===== src/rtl/afu_pkg.sv =====
package afu_pkg;

  typedef enum logic [2:0] {
    OP_ROT_LC  = 3'd0,
    OP_ROT_RC  = 3'd1,
    OP_ROT_LT  = 3'd2,
    OP_ROT_RT  = 3'd3,
    OP_BCD_ADJ = 3'd4,
    OP_INV_ACC = 3'd5,
    OP_SET_CY  = 3'd6,
    OP_INV_CY  = 3'd7
  } afu_op_e;

  typedef struct packed {
    logic z;
    logic n;
    logic h;
    logic c;
  } afu_flags_t;

  localparam int FLAG_W = $bits(afu_flags_t);

endpackage


===== src/rtl/afu_rotate.sv =====
module afu_rotate #(
  parameter int DATA_W = 8
) (
  input  logic [DATA_W-1:0] val_i,
  input  logic              cin_i,
  input  logic              right_i,
  input  logic              thru_i,
  output logic [DATA_W-1:0] val_o,
  output logic              cout_o
);
  localparam int MSB = DATA_W - 1;

  logic fill_left;
  logic fill_right;

  // The bit shifted in comes either from the carry or from the opposite end.
  assign fill_left  = thru_i ? cin_i : val_i[MSB];
  assign fill_right = thru_i ? cin_i : val_i[0];

  always_comb begin
    if (right_i) begin
      val_o  = {fill_right, val_i[MSB:1]};
      cout_o = val_i[0];
    end else begin
      val_o  = {val_i[MSB-1:0], fill_left};
      cout_o = val_i[MSB];
    end
  end

endmodule


===== src/rtl/afu_bcd_adjust.sv =====
module afu_bcd_adjust #(
  parameter int DATA_W = 8
) (
  input  logic [DATA_W-1:0] val_i,
  input  logic              sub_i,
  input  logic              hc_i,
  input  logic              cy_i,
  output logic [DATA_W-1:0] val_o,
  output logic              cy_o
);
  localparam int DIG_W = DATA_W / 2;
  localparam logic [DIG_W-1:0]  DIG_MAX = DIG_W'(9);
  localparam logic [DATA_W-1:0] BYTE_MAX = DATA_W'((9 << DIG_W) | 9);
  localparam logic [DATA_W-1:0] FIX_LO = DATA_W'(6);
  localparam logic [DATA_W-1:0] FIX_HI = DATA_W'(6 << DIG_W);

  logic              lo_fix;
  logic              hi_fix;
  logic [DATA_W-1:0] corr;

  always_comb begin
    if (sub_i) begin
      // After a subtraction only the stored flags choose the corrections.
      lo_fix = hc_i;
      hi_fix = cy_i;
    end else begin
      lo_fix = hc_i || (val_i[DIG_W-1:0] > DIG_MAX);
      hi_fix = cy_i || (val_i > BYTE_MAX);
    end
    corr = (lo_fix ? FIX_LO : '0) | (hi_fix ? FIX_HI : '0);
    val_o = sub_i ? (val_i - corr) : (val_i + corr);
    cy_o  = sub_i ? cy_i : hi_fix;
  end

endmodule


===== src/rtl/afu_flag_ops.sv =====
module afu_flag_ops
  import afu_pkg::*;
#(
  parameter int DATA_W = 8
) (
  input  afu_op_e           op_i,
  input  logic [DATA_W-1:0] val_i,
  input  afu_flags_t        flg_i,
  output logic [DATA_W-1:0] val_o,
  output afu_flags_t        flg_o
);
  always_comb begin
    val_o = val_i;
    flg_o = flg_i;
    unique case (op_i)
      OP_INV_ACC: begin
        val_o   = ~val_i;
        flg_o.n = 1'b1;
        flg_o.h = 1'b1;
      end
      OP_SET_CY: begin
        flg_o.c = 1'b1;
        flg_o.n = 1'b0;
        flg_o.h = 1'b0;
      end
      OP_INV_CY: begin
        flg_o.c = ~flg_i.c;
        flg_o.n = 1'b0;
        flg_o.h = 1'b0;
      end
      default: ;
    endcase
  end

endmodule


===== src/rtl/afu_core.sv =====
module afu_core
  import afu_pkg::*;
#(
  parameter int DATA_W = 8
) (
  input  logic              clk,
  input  logic              rst,
  input  logic              en,
  input  logic [2:0]        op,
  input  logic [DATA_W-1:0] acc_in,
  input  logic [3:0]        flags_in,
  output logic [DATA_W-1:0] acc_out,
  output logic [3:0]        flags_out
);
  afu_op_e    op_e;
  afu_flags_t flg_in;
  afu_flags_t flg_nx;
  afu_flags_t flg_q;
  afu_flags_t flg_misc;

  logic [DATA_W-1:0] acc_q;
  logic [DATA_W-1:0] acc_nx;
  logic [DATA_W-1:0] rot_val;
  logic              rot_cy;
  logic [DATA_W-1:0] bcd_val;
  logic              bcd_cy;
  logic [DATA_W-1:0] misc_val;
  logic              is_rot;

  assign op_e   = afu_op_e'(op);
  assign flg_in = afu_flags_t'(flags_in);
  // Codes 0..3 are the rotates: bit 0 picks the direction, bit 1 the carry path.
  assign is_rot = (op[2] == 1'b0);

  afu_rotate #(.DATA_W(DATA_W)) u_rot (
    .val_i   (acc_in),
    .cin_i   (flg_in.c),
    .right_i (op[0]),
    .thru_i  (op[1]),
    .val_o   (rot_val),
    .cout_o  (rot_cy)
  );

  afu_bcd_adjust #(.DATA_W(DATA_W)) u_bcd (
    .val_i (acc_in),
    .sub_i (flg_in.n),
    .hc_i  (flg_in.h),
    .cy_i  (flg_in.c),
    .val_o (bcd_val),
    .cy_o  (bcd_cy)
  );

  afu_flag_ops #(.DATA_W(DATA_W)) u_misc (
    .op_i  (op_e),
    .val_i (acc_in),
    .flg_i (flg_in),
    .val_o (misc_val),
    .flg_o (flg_misc)
  );

  always_comb begin
    if (is_rot) begin
      acc_nx = rot_val;
      flg_nx = '{z: 1'b0, n: 1'b0, h: 1'b0, c: rot_cy};
    end else if (op_e == OP_BCD_ADJ) begin
      acc_nx = bcd_val;
      flg_nx = '{z: (bcd_val == '0), n: flg_in.n, h: 1'b0, c: bcd_cy};
    end else begin
      acc_nx = misc_val;
      flg_nx = flg_misc;
    end
  end

  always_ff @(posedge clk) begin
    if (rst) begin
      acc_q <= '0;
      flg_q <= '0;
    end else if (en) begin
      acc_q <= acc_nx;
      flg_q <= flg_nx;
    end
  end

  assign acc_out   = acc_q;
  assign flags_out = flg_q;

  a_r5_rot_flags_clear: assert property (@(posedge clk) disable iff (rst)
    (en && op[2] == 1'b0) |=> (flags_out[3:1] == 3'b000));

  a_r9_inv_acc: assert property (@(posedge clk) disable iff (rst)
    (en && op == 3'd5) |=> (acc_out == ~$past(acc_in)) && flags_out[2] && flags_out[1]);

  a_r10_set_cy: assert property (@(posedge clk) disable iff (rst)
    (en && op == 3'd6) |=> flags_out[0] && (acc_out == $past(acc_in)));

  a_r10_keep_zero: assert property (@(posedge clk) disable iff (rst)
    (en && op[2:1] == 2'b11) |=> (flags_out[3] == $past(flags_in[3])) && !flags_out[1]);

  a_r8_bcd_flags: assert property (@(posedge clk) disable iff (rst)
    (en && op == 3'd4) |=> !flags_out[1] && (flags_out[2] == $past(flags_in[2]))
                          && (flags_out[3] == (acc_out == '0)));

  a_r7_bcd_sub_keeps_cy: assert property (@(posedge clk) disable iff (rst)
    (en && op == 3'd4 && flags_in[2]) |=> (flags_out[0] == $past(flags_in[0])));

  a_r11_hold_idle: assert property (@(posedge clk) disable iff (rst)
    !en |=> $stable(acc_out) && $stable(flags_out));

endmodule


===== config.mk =====
export PLATFORM = sky130hd
export DESIGN_NAME = afu_core
export DESIGN_NICKNAME = d
export VERILOG_FILES = /design/src/rtl/afu_pkg.sv /design/src/rtl/afu_rotate.sv /design/src/rtl/afu_bcd_adjust.sv /design/src/rtl/afu_flag_ops.sv /design/src/rtl/afu_core.sv
export SDC_FILE = /design/constraint.sdc
export NUM_CORES = 1
export LEC_CHECK = 0
export BUFFER_PORTS_ARGS = -buffer_cell sky130_fd_sc_hd__buf_2
export CAP_MARGIN = 20
export CORE_MARGIN = 10
export CORE_UTILIZATION = 57
export CTS_BUF_LIST = sky130_fd_sc_hd__clkbuf_16
export DETAILED_ROUTE_END_ITERATION = 7
export HOLD_SLACK_MARGIN = 0.1
export PLACE_DENSITY = 0.86
export SYNTH_ARGS = -nofsm -noshare
export SYNTH_HDL_FRONTEND = slang
export SYNTH_SLANG_ARGS = --single-unit

===== constraint.sdc =====
create_clock -name clk -period 5.88 [get_ports clk]
set_input_delay 0.588 -clock clk [delete_from_list [all_inputs] [get_ports clk]]
set_output_delay 0.588 -clock clk [all_outputs]
set_load 0.05 [all_outputs]

**Yosys cells after proc, flatten, opt, wreduce, memory -nomap -nowiden**

Index checks and enable logic that the tools add are counted.

- Register bits after elaboration: 12
- Bits of input ports: 18
- Output and inout bits: 12
- Logic and storage cells: 37

- $add $sub $neg: 2
- $lt $le $gt $ge: 2
- Equal/unequal tests: 4
- Multiplexer cells: 17
- Bitwise operators: 3
- Reduce and logical (&&, ||, !) cells: 4

Operators by type and width:

| kind | count |
|---|---|
| two-way mux 8 bit | 5 |
| equality test 3 bit (second input constant) | 4 |
| adder 8 bit | 1 |
| greater-than comparator 8 bit (second input constant) | 1 |
| zero test 8 bit | 1 |
| two-way mux 4 bit | 2 |
| inverter 8 bit | 1 |
| OR 8 bit | 1 |
| subtractor 8 bit | 1 |
| two-way mux 7 bit | 1 |
| two-way mux 1 bit | 6 |
| greater-than comparator 4 bit (second input constant) | 1 |
| one-hot mux 2 bit (2 select lines) | 1 |
| two-way mux 3 bit | 1 |
| logical OR 1 bit | 2 |
| one-hot mux 1 bit (2 select lines) | 1 |
| OR reduction 2 bit | 1 |
| inverter 1 bit | 1 |

**Longest topological paths before layout**

Gate-level depths: netlist of run 1.

- Depth after elaboration: 10
- Depth in mapped cells: 13

**Cells and area by module**

From an unflattened synthesis of run 1, not the netlist that was laid out.

- Cell total of the unflattened synthesis: 167
- Area, all modules: 1363.8 um^2

Modules (own cells, without submodules):

| module | times used | cells each | area each (um^2) |
|---|---|---|---|
| afu_core | 1 | 80 | 690.7 |
| afu_bcd_adjust | 1 | 55 | 387.9 |
| afu_rotate | 1 | 14 | 150.1 |
| afu_flag_ops | 1 | 18 | 135.1 |

**Worst setup path after synthesis of run 1**

Ideal clock, no wire load.

- Path kind: input port to flip-flop
- From: input port flags_in[2]
- To: register acc_q[7], in the netlist acc_out[7]
- Library setup time: 145 ps
- Arrival: 2471 ps
- Slack: 3264 ps
- Stages on the path: 13
- Buffers on the path: 1
- Cells stage by stage: buf_4 > a211oi_1 > nor2_1 > ha_1 > inv_1 > mux2i_1 > ha_1 > a21oi_1 > xnor2_1 > a21oi_2 > a31oi_2 > mux2i_1 > a311oi_1

- Word-level cells in the longest chain between the ends: 7
- Elaborated cells between the ends (all ways): 10

Ends and longest elaborated chain:

| element | line | source |
|---|---|---|
| from (decl) | afu_core.sv:11 | `input logic [3:0] flags_in,` |
| two-way mux 1 bit | afu_bcd_adjust.sv:22 | `if (sub_i) begin` |
| two-way mux 3 bit / two-way mux 7 bit (equally long branches) | afu_bcd_adjust.sv:30 | `corr = (lo_fix ? FIX_LO : '0) \| (hi_fix ? FIX_HI : '0);` |
| OR 8 bit | afu_bcd_adjust.sv:30 |  |
| adder 8 bit / subtractor 8 bit (equally long branches) | afu_bcd_adjust.sv:31 | `val_o = sub_i ? (val_i - corr) : (val_i + corr);` |
| two-way mux 8 bit (*) | afu_bcd_adjust.sv:31 |  |
| two-way mux 8 bit (*) | afu_core.sv:65 | `end else if (op_e == OP_BCD_ADJ) begin` |
| two-way mux 8 bit (*) | afu_core.sv:62 | `if (is_rot) begin` |
| to (signal assigned) | afu_core.sv:79 | `acc_q <= acc_nx;` |
| to (decl) | afu_core.sv:21 | `logic [DATA_W-1:0] acc_q;` |

Mark *: on every way between the ends. The rest lies on a longest branch, timed or not.
A chain may end at the register's enable or synchronous reset.

**Worst setup path after layout of run 1**

- From: input port acc_in[1]
- To: register acc_q[7], in the netlist acc_out[7]

- Word-level cells in the longest chain between the ends: 9
- Elaborated cells between the ends (all ways): 14

Ends and longest elaborated chain:

| element | line | source |
|---|---|---|
| from (decl) | afu_core.sv:10 | `input logic [DATA_W-1:0] acc_in,` |
| greater-than comparator 8 bit / greater-than comparator 4 bit (equally long branches) | afu_bcd_adjust.sv:28, afu_bcd_adjust.sv:27 |  |
| logical OR 1 bit (on tied branches) | afu_bcd_adjust.sv:28, afu_bcd_adjust.sv:27 |  |
| two-way mux 1 bit | afu_bcd_adjust.sv:22 |  |
| two-way mux 7 bit / two-way mux 3 bit (equally long branches) | afu_bcd_adjust.sv:30 |  |
| OR 8 bit | afu_bcd_adjust.sv:30 |  |
| adder 8 bit / subtractor 8 bit (equally long branches) | afu_bcd_adjust.sv:31 |  |
| two-way mux 8 bit (*) | afu_bcd_adjust.sv:31 |  |
| two-way mux 8 bit (*) | afu_core.sv:65 |  |
| two-way mux 8 bit (*) | afu_core.sv:62 |  |

Marks and branches as above.

==> results.ini, run 1 <==
[critical_path]
cp-start-kind=primary input
crit_path_end_kind=register
crit_arrival_ns=2.93
path_max_fanout=8
worstPathRequired_ns=6.02
worstSetupPathType=primary input to register
cpPeakStageDelay_ns=0.32
path_cells=buf_2 > o211ai_1 > a211oi_1 > nor2_1 > ha_1 > inv_1 > mux2i_1 > ha_1 > a21oi_1 > xnor2_1 > a21oi_2 > a31oi_2 > mux2i_1 > a311oi_1
cp_slowest_cell=a211oi_1

[layout]
multiInputGateArea_um2=950
nNetsFinal=216
layout-drive-gt1-share_pct=19.3
area_delta_synth_final_pct=16.2
fillers=185
final_common_cell=buf_2
regArea_um2=240
final_cell_mix=29 x buf_2, 21 x nor2_1, 12 x o21ai_0, 12 x mux2i_1, 12 x dfxtp_1
antenna_cells=0

[timing]
skew_ns=0
fin_crit_sh_pct=47.4
hold_ws_ns=0.469
slew-limit-headroom_pct=70.9
layout_setup_ws_ns=3.09
finalSetupTns_ns=0
fmax_mhz=359
rsz0062_at_grt=no
slew_violations=0
max_slew.worst_pin.slew_ns=0.436
period_minus_slack_ns=2.79
hold_violations=0
setup_viol_count_final=0

[detailed_routing]
num_vias=1336
routed_wl_mm=3.54
drtIter0Drc=93
drc=0
wl_per_cell_um=16.5
antenna_left=0
via_per_inst=6.24
first_pass_iters=4

[synth]
synth_warnings=0
syn_area_mm2=0.00126
seq_area_frac_synth_pct=19.0
syn_nets=193
netlist_instances=166
syn_area_per_cell_um2=7.62
synth.distinct_cells=46
synth_seq_cells=12

[global_route]
overflow=0
grt_pass1_vias=1211
grt_use_total_pct=15.4
grt_max_degree=29
grt_pass1_wl_mm=5.56
antenna_found_initial=0

[clocking]
post_cts_resize_count=0
clkLatencyLatePin_ns=0.23
cts_tree=built
numCtsBuffers=3
clock-sinks=12
cts_hold_buf=0
root_buffer=clkbuf_16
cts_setup_buffers=0
clockBufferDepth=2
h-tree-depth=1
clkSlewWorstSetupHoldPaths_ns=0.04

[pwr]
cellLeakagePower_nw=0.660
powerDensity_mw_per_mm2=234
peakVddDrop_mv=0.271

[placement]
gp_congestion=0.909
place_ws_ns=2.84
hpwl_mm=2.63
port_buffers=29

[min_path]
hp-class=register to register

[floorplanning]
fp.dieArea_mm2=0.00450
floorplan.io_pins=30
rows=16
start_util_pct=61.9
die-height_um=67.1
fp.dieW_um=67.1
core_area_mm2=0.00204

[flow_run]
cap_viol_max_count=0

[run_status]
status=complete, no violations

per-layer routing:
| layer | track usage, % | wire [um] | vias up |
|---|---|---|---|
| met1 | 17.0 | 1420 | 615 |
| met4 | 3.59 | 19 | 0 |
| met3 | 5.52 | 289 | 6 |
| li1 | - | - | 658 |
| met2 | 27.5 | 1810 | 57 |
| met5 | 0 | 0 | - |
cell usage after synthesis (all sizes together):
cell type / count / area (um^2)
o22ai: 1 / 6.26
nand2: 8 / 30.0
o211ai: 4 / 30.0
a211o: 1 / 8.76
a311oi: 1 / 8.76
a21o: 1 / 7.51
nand3: 3 / 15.0
a22oi: 1 / 7.51
o311ai: 2 / 17.5
inv: 7 / 26.3
buf: 6 / 30.0
nor2b: 4 / 25.0
a221oi: 1 / 8.76
o31a: 1 / 8.76
o21ai: 14 / 70.1
a211oi: 4 / 30.0
and2: 1 / 6.26
nor2: 21 / 78.8
o31ai: 1 / 7.51
o21bai: 1 / 7.51
clkbuf: 5 / 18.8
nor3: 4 / 20.0
xor2: 3 / 26.3
a21oi: 12 / 63.8
nand2b: 6 / 37.5
ha: 9 / 113
dfxtp: 12 / 240
o32ai: 1 / 8.76
a41o: 1 / 10.0
mux2i: 12 / 120
or4bb: 1 / 11.3
o32a: 1 / 10.0
nor3b: 4 / 30.0
a2bb2oi: 1 / 26.3
xnor2: 3 / 26.3
a31oi: 3 / 25.0
o21a: 2 / 22.5
nand3b: 1 / 7.51
o2111ai: 2 / 17.5
path summary, 6_finish.rpt:
path / startpoint / endpoint / slack, ns / cells after the start
setup / recovery: acc_in[1] / acc_out[7] / 3.09 / 14
hold / removal: acc_out[4] / acc_out[4] / 0.47 / 2
setup reg to reg: flags_out[3] / flags_out[3] / 5.10 / 3
hold reg to reg: acc_out[4] / acc_out[4] / 0.47 / 2
area by class of cell:
cell class,count,area share (%)
timing repair buffer,29,9.87
sequential,12,16.3
clock buffer,3,5.11
tap,27,2.30
inverter,7,1.79
multi-input combinational,136,64.6
critical path, delay by kind of cell:
family	cells	cell delay [ns]
compound gates	6	1.17
simple gates	1	0.11
mux	2	0.16
fa+ha+maj	2	0.53
buf+inv	2	0.21
xor+xnor	1	0.15
logic make-up (layout without fill, tap and decap cells):
kind of cell | after synthesis | count (layout) | share of synthesized area (%)
xor gates and xnor gates | 6 | 6 | 4.16
AOI/OAI and AO/OA | 56 | 56 | 31.9
adders and majority gates | 9 | 9 | 8.90
buffers and inverters | 18 | 39 | 5.94
DFF | 12 | 12 | 19.0
and+or+nand+nor | 53 | 53 | 20.7
muxes | 12 | 12 | 9.50
stage by stage:
stage | total power, mW | instance area, um^2 | instances | util (%)
final | 0.344 | 1470 | 214 | 72.0
after global routing | 0.363 | 1470 | 214 | 72.0
after CTS | 0.344 | 1470 | 214 | 72.0
after detailed placement | 0.222 | 1400 | 211 | 68.3
after global placement | 0.218 | 1400 | 211 | 68.3
after floorplan | 0.191 | 1260 | 166 | -
report_power, final:
group | total [mW] | switching (mW) | internal, mW | leakage (nW)
combinational | 0.133 | 0.0842 | 0.0486 | 0.524
sequential | 0.0902 | 0.00266 | 0.0875 | 0.0990
clock | 0.121 | 0.0331 | 0.0884 | 0.0370
total | 0.344 | 0.120 | 0.225 | 0.660
flip-flops by register name, indices dropped and copies added, names as in the netlist:
signal and count:
flags_out 4, acc_out 8
Power figures use the tool's default switching activity.
==> run 2, diff against run 1 <==
Settings changed: CORE_UTILIZATION 57 to 48, PLACE_DENSITY 0.86 to 0.77.
Clock period 5.88 ns to 2.35 ns, I/O delays scaled along.
==> run 2 against run 1 <==
Against the previous run: combinational power rose to 2.8 times the previous value; final cell count up 10%; clock power rose to 2.6 times the previous value; register-to-register slack worse by 3.5 ns; cell area grew 11%; sequential power grew to 2.5 times the previous value; core utilization shrank 6.4 points; critical path type unchanged; largest cell class unchanged; largest power group unchanged.
==> results.ini, run 2 (synthesized netlist as in run 1, its figures left out) <==
[critical_path]
cpPeakStageDelay_ns=0.35  ; was 0.32 ns
r2r_end=flags_out[3]  ; unchanged
worstSetupPathType=primary input to register  ; unchanged
cp_slowest_cell=nor3_1  ; was a211oi_1
path_cells=buf_2 > buf_4 > o21ai_0 > o21bai_1 > nand2b_1 > ha_1 > nor3_1 > a2bb2oi_4 > xor2_1 > nor3_1 > o21ai_0 > a21o_1  ; was buf_2 > o211ai_1 > a211oi_1 > nor2_1 > ha_1 > inv_1 > mux2i_1 > ha_1 > a21oi_1 > xnor2_1 > a21oi_2 > a31oi_2 > mux2i_1 > a311oi_1
crit_path_end_kind=register  ; unchanged
crit_arrival_ns=2.32  ; was 2.93 ns
worst-path-stages=12  ; was 14
r2r-start=flags_out[3]  ; unchanged
reg2regPathDepth=3  ; unchanged
cp-start-kind=primary input  ; unchanged
crit_family=compound AO/OA/AOI/OAI gates  ; unchanged
r2r_slack_ns=1.60  ; was 5.10 ns
path_max_fanout=7  ; was 8
path_buf_inv=2  ; unchanged
cp-startpoint=acc_in[3]  ; was acc_in[1]
worstPathRequired_ns=2.49  ; was 6.02 ns
worstSetupEndpoint=acc_out[5]  ; was acc_out[7]

[floorplanning]
start_util_pct=50.6  ; was 61.9%
core_area_mm2=0.00250  ; was 0.00204 mm^2
die-height_um=71.3  ; was 67.1 um
rows=18  ; was 16
fp.dieArea_mm2=0.00509  ; was 0.00450 mm^2
floorplan.io_pins=30  ; unchanged
fp.dieW_um=71.3  ; was 67.1 um

[layout]
largest_reg_flops=8  ; unchanged
antenna_cells=0  ; unchanged
nNetsFinal=235  ; was 216
final_cell_mix=29 x buf_2, 21 x nor2_1, 19 x buf_4  ; was 29 x buf_2, 21 x nor2_1, 12 x o21ai_0, 12 x mux2i_1, 12 x dfxtp_1
regArea_um2=240  ; unchanged
multiInputGateArea_um2=972  ; was 950 um^2
area_delta_synth_final_pct=29.6  ; was 16.2%
final_common_cell=buf_2  ; unchanged
layout-drive-gt1-share_pct=29.1  ; was 19.3%
fillers=211  ; was 185

[detailed_routing]
drc=0  ; unchanged
routed_wl_mm=3.66  ; was 3.54 mm
num_vias=1407  ; was 1,336
first_pass_iters=4  ; unchanged
via_per_inst=5.96  ; was 6.24
antenna_left=0  ; unchanged
drtIter0Drc=172  ; was 93
wl_per_cell_um=15.5  ; was 16.5 um

[placement]
hpwl_mm=2.88  ; was 2.63 mm
port_buffers=29  ; unchanged
gp_congestion=0.881  ; was 0.909
place_ws_ns=-0.160  ; was 2.84 ns

[clocking]
clock-sinks=12  ; unchanged
post_cts_resize_count=0  ; unchanged
numCtsBuffers=3  ; unchanged
clockBufferDepth=2  ; unchanged
cts_setup_buffers=0  ; unchanged
cts_tree=built  ; unchanged
h-tree-depth=1  ; unchanged
clkSlewWorstSetupHoldPaths_ns=0.04  ; about the same
root_buffer=clkbuf_16  ; unchanged
cts_hold_buf=0  ; unchanged
clkLatencyLatePin_ns=0.24  ; was 0.23 ns

[timing]
setup_viol_count_final=0  ; unchanged
hold_violations=0  ; unchanged
rsz0062_at_grt=yes  ; was no
slew-limit-headroom_pct=71.6  ; was 70.9%
fmax_mhz=458
skew_ns=0  ; unchanged
period_minus_slack_ns=2.18
slew_violations=0  ; unchanged
hold_ws_ns=0.349  ; was 0.469 ns
layout_setup_ws_ns=0.166  ; was 3.09 ns
max_slew.worst_pin.slew_ns=0.426  ; was 0.436 ns
fin_crit_sh_pct=92.9

[flow_run]
cap_viol_max_count=0  ; unchanged

[pwr]
p_switching_mw=0.311  ; was 0.120 mW
power_frac_comb_pct=40.6  ; was 38.6%
cellLeakagePower_nw=0.758  ; was 0.660 nW
powerDensity_mw_per_mm2=550  ; was 234 mW/mm^2
switching_share_pct=34.5  ; was 34.8%
clkPwrFrac_pct=34.4  ; was 35.3%
peakVddDrop_mv=0.622  ; was 0.271 mV
sequentialPowerShare_pct=25.0  ; was 26.2%
p_int_mw=0.591  ; was 0.225 mW

[global_route]
grt_max_degree=29  ; unchanged
antenna_found_initial=0  ; unchanged
grt_pass1_wl_mm=6.27  ; was 5.56 mm
grt_pass1_vias=1378  ; was 1,211
overflow=0  ; unchanged
grt_use_total_pct=14.4  ; was 15.4%

[run_status]
status=complete, no violations  ; unchanged

[min_path]
hp-class=primary input to register  ; was register to register

==> run 2: cell types whose count changed in the layout (fill, tap and decap cells not counted), sizes merged <==
cell and change:
buf +19
==> run 2: metrics by stage <==
stage	util (%)	cells	total power, mW	cell area [um^2]	setup TNS, ns
after global routing	65.6	236	0.947	1640	-0.0168
after global placement	61.7	233	0.573	1540	-0.101
after CTS	64.7	236	0.897	1620	0
final	65.6	236	0.902	1640	0
after detailed placement	61.7	233	0.584	1540	-0.432
after floorplan	-	166	0.479	1260	0
==> run 2: area by class of cell <==
class / count / share of cell area (%)
multi-input cells: 136 / 59.3
inverters: 7 / 1.60
repair buffers: 48 / 17.6
flip-flops and latches: 12 / 14.7
well taps: 30 / 2.29
clock buffers: 3 / 4.58
==> run 2: power by group through the flow <==
| stage | combinational, mW | clock (mW) | sequential [mW] |
|---|---|---|---|
| final | 0.366 | 0.311 | 0.226 |
| after global placement | 0.345 | 0 | 0.228 |
| after CTS | 0.356 | 0.315 | 0.226 |
| after global routing | 0.400 | 0.320 | 0.227 |
| after floorplan | 0.200 | 0 | 0.279 |
| after detailed placement | 0.355 | 0 | 0.229 |
==> run 2: routing by layer <==
metal	GRT usage, %	vias to the layer above	part of all wire (%)
li1	-	687	-
met1	17.1	641	39
met2	23.8	67	49
met3	5.23	12	9.5
met4	3.66	0	2.5
met5	0	-	0
==> run 2: worst min path at each step <==
stage / startpoint / end / slack, ns / depth (start not counted)
final: rst / acc_out[0] / 0.35 / 2
after global routing: rst / acc_out[1] / 0.37 / 2
after CTS: rst / acc_out[1] / 0.34 / 2
after detailed placement: flags_out[1] / flags_out[1] / 0.46 / 2
after global placement: flags_out[2] / flags_out[2] / 0.45 / 2
after floorplan: rst / acc_out[5] / 0.45 / 2
==> run 3, diff against run 2 <==
Settings changed: CORE_UTILIZATION 48 to 49, PLACE_DENSITY 0.77 to 0.78, SYNTH_HIERARCHICAL set to 1.
==> run 3 against run 2 <==
Against the previous run: the run now ends with negative setup slack left; cell area grew 16%; critical path type unchanged; global-route usage rose by 2.4 points; clock power up 3%; first-iteration DRC count grew 22%; die area up 4.0%; sequential cell count unchanged; register-to-register slack better by 0.12 ns; sequential share of layout area shrank 2.0 points; core utilization is 4.5 points higher; via count grew 7.7%; final cell count is 7.2% higher.
==> results.ini, run 3 <==
[run_status]
status=finished, violations left  ; was complete, no violations
violations=negative setup slack

[timing]
hold_violations=0  ; unchanged
slew-limit-headroom_pct=65.0  ; was 71.6%
fin_crit_sh_pct=105  ; was 92.9%
skew_ns=0  ; unchanged
fmax_mhz=405  ; was 458 MHz
setup_viol_count_final=2  ; was 0
max_slew.worst_pin.slew_ns=0.523  ; was 0.426 ns
period_minus_slack_ns=2.47  ; was 2.18 ns
rsz0062_at_grt=yes  ; unchanged
finalSetupTns_ns=-0.211  ; was 0 ns
slew_violations=0  ; unchanged
layout_setup_ws_ns=-0.119  ; was 0.166 ns

[synth]
synth_top_cell_by_area=dfxtp_1  ; unchanged
syn_area_per_cell_um2=8.17  ; was 7.62 um^2
seq_area_frac_synth_pct=17.6  ; was 19.0%
yosysTopAreaCellShare_pct=17.6  ; was 19.0%
synth_area_leaders=dfxtp_1 18%, xnor2_1 8.3%, ha_1 8.3%  ; was dfxtp_1 19%, mux2i_1 9.5%, ha_1 8.9%
synth_commonest_cells=18 x nor2_1, 13 x a21oi_1, 13 x xnor2_1  ; was 21 x nor2_1, 12 x dfxtp_1, 12 x mux2i_1, 12 x o21ai_0, 11 x a21oi_1
netlist_instances=167  ; was 166
synth_warnings=6  ; was 0
synth_edf_count=0  ; unchanged
synth_seq_cells=12  ; unchanged
synth.distinct_cells=40  ; was 46
synthFlopType=dfxtp_1  ; unchanged
synth.most_common_cell=nor2_1  ; unchanged
syn_nets=194  ; was 193
syn_area_mm2=0.00136  ; was 0.00126 mm^2
ys_async_sr_fraction_pct=0  ; unchanged

[flow_run]
cap_viol_max_count=0  ; unchanged

[floorplanning]
floorplan.io_pins=30  ; unchanged
fp.dieW_um=72.8  ; was 71.3 um
rows=19  ; was 18
die-height_um=72.8  ; was 71.3 um
start_util_pct=50.3  ; was 50.6%
core_area_mm2=0.00271  ; was 0.00250 mm^2
fp.dieArea_mm2=0.00529  ; was 0.00509 mm^2

[clocking]
clkLatencyLatePin_ns=0.24  ; about the same
root_buffer=clkbuf_16  ; unchanged
clockBufferDepth=2  ; unchanged
clock-sinks=12  ; unchanged
clkSlewWorstSetupHoldPaths_ns=0.05  ; was 0.04 ns
cts_tree=built  ; unchanged
numCtsBuffers=3  ; unchanged
h-tree-depth=1  ; unchanged

[detailed_routing]
wl_per_cell_um=17.7  ; was 15.5 um
drtIter0Drc=210  ; was 172
drc=0  ; unchanged
first_pass_iters=4  ; unchanged
routed_wl_mm=4.47  ; was 3.66 mm
num_vias=1516  ; was 1,407
antenna_left=0  ; unchanged
via_per_inst=5.99  ; was 5.96

[global_route]
overflow=0  ; unchanged
grt_max_degree=27  ; was 29
antenna_found_initial=0  ; unchanged
grt_pass1_wl_mm=7.28  ; was 6.27 mm
grt_pass1_vias=1544  ; was 1,378
grt_use_total_pct=16.8  ; was 14.4%

[layout]
area_delta_synth_final_pct=39.2  ; was 29.6%
final_cells=253  ; was 236
final_common_cell=buf_4  ; was buf_2
final_cell_mix=32 x buf_4, 27 x buf_2, 18 x nor2_1, 13 x xnor2_1, 12 x dfxtp_1  ; was 29 x buf_2, 21 x nor2_1, 19 x buf_4
antenna_cells=0  ; unchanged
largest_reg_flops=8  ; unchanged
nNetsFinal=250  ; was 235
layout-drive-gt1-share_pct=40.1  ; was 29.1%

[placement]
gp_congestion=0.881  ; about the same
place_ws_ns=-0.463  ; was -0.160 ns
place_inst=242  ; was 233
hpwl_mm=3.13  ; was 2.88 mm
port_buffers=29  ; unchanged

[critical_path]
crit_path_end_kind=register  ; unchanged
path_max_fanout=2  ; was 7
crit_arrival_ns=2.65  ; was 2.32 ns
worstSetupPathType=primary input to register  ; unchanged
worstPathRequired_ns=2.53  ; was 2.49 ns
cp-start-kind=primary input  ; unchanged

[min_path]
hp-class=primary input to register  ; unchanged

[pwr]
powerDensity_mw_per_mm2=531  ; was 550 mW/mm^2
cellLeakagePower_nw=0.836  ; was 0.758 nW
peakVddDrop_mv=0.576  ; was 0.622 mV

## run 3: cell types whose count changed after synthesis, sizes merged, moves of 5 or more
cell	before	now
xnor2	3	13
mux2i	12	3
o21a	2	11
o21ai	14	5
mux2	0	8
o32ai	1	9
a211oi	4	9
nand2b	6	11
## run 3: kinds of logic after synthesis
| logic type | after synthesis | synth area share (%) |
|---|---|---|
| AO/OA/AOI/OAI | 58 | 29.8 |
| AND/OR/NAND/NOR | 47 | 18.6 |
| buffers and inverters | 17 | 6.88 |
| XOR/XNOR | 13 | 8.35 |
| flip-flops | 12 | 17.6 |
| multiplexers | 11 | 10.5 |
| adder cells (fa/ha/maj) | 9 | 8.26 |
## run 3: what timing repair did
action,4_1_cts,5_1_grt
gates resized for setup,17,5
hold buffers,0,0
pin swaps,16,13
setup buffers,5,2
setup endpoints to repair,4,4
## run 3: critical path, cell delays in order
cell      delay (ns)
buf_6           0.10
o211ai_1        0.24
o22ai_2         0.13
a21oi_2         0.20
ha_1            0.25
nand2_1         0.06
o21ai_1         0.06
ha_1            0.30
buf_4           0.14
buf_4           0.13
o211ai_1        0.07
nand3_1         0.15
nor4_2          0.34
a21boi_1        0.11
o21ai_1         0.13
## run 3: final timing paths
path | cells after the start | from | slack, ns | end
max | 15 | acc_in[2] | -0.12 | flags_out[3]
min | 2 | rst | 0.33 | acc_out[7]
max reg2reg | 2 | acc_out[3] | 1.72 | acc_out[3]
min reg2reg | 2 | flags_out[3] | 0.46 | flags_out[3]
## run 3: per-layer routing
layer	global-route usage, %	vias to the layer above	routed length [um]
met5	0	-	0
met2	28.0	52	2310
li1	-	722	-
met3	3.40	13	218
met1	19.2	729	1790
met4	9.70	0	150
## run 3: layout make-up
type	count	area [um^2]
Multi-Input combinational cell	138	1120
Fill cell	227	812
Timing Repair Buffer	61	398
Sequential cell	12	240
Clock buffer	3	75.1
Tap cell	31	38.8
Inverter	7	26.3
Clock inverter	1	3.75
## run 3: metrics by stage
stage	hold WS [ns]	cell area [um^2]	power [mW]	util, %
6_report	0.335	1900	1.01	70.0
5_1_grt	0.357	1900	1.06	70.0
4_1_cts	0.329	1850	0.981	68.4
3_5_place_dp	0.460	1670	0.622	61.5
3_3_place_gp	0.438	1670	0.609	61.5
2_1_floorplan	0.423	1360	0.489	-
## run 3: report_power, final
| part | total, mW | switching, mW | internal (mW) |
|---|---|---|---|
| Sequential | 0.227 | 0.00747 | 0.219 |
| Combinational | 0.461 | 0.253 | 0.209 |
| Clock | 0.319 | 0.0946 | 0.225 |
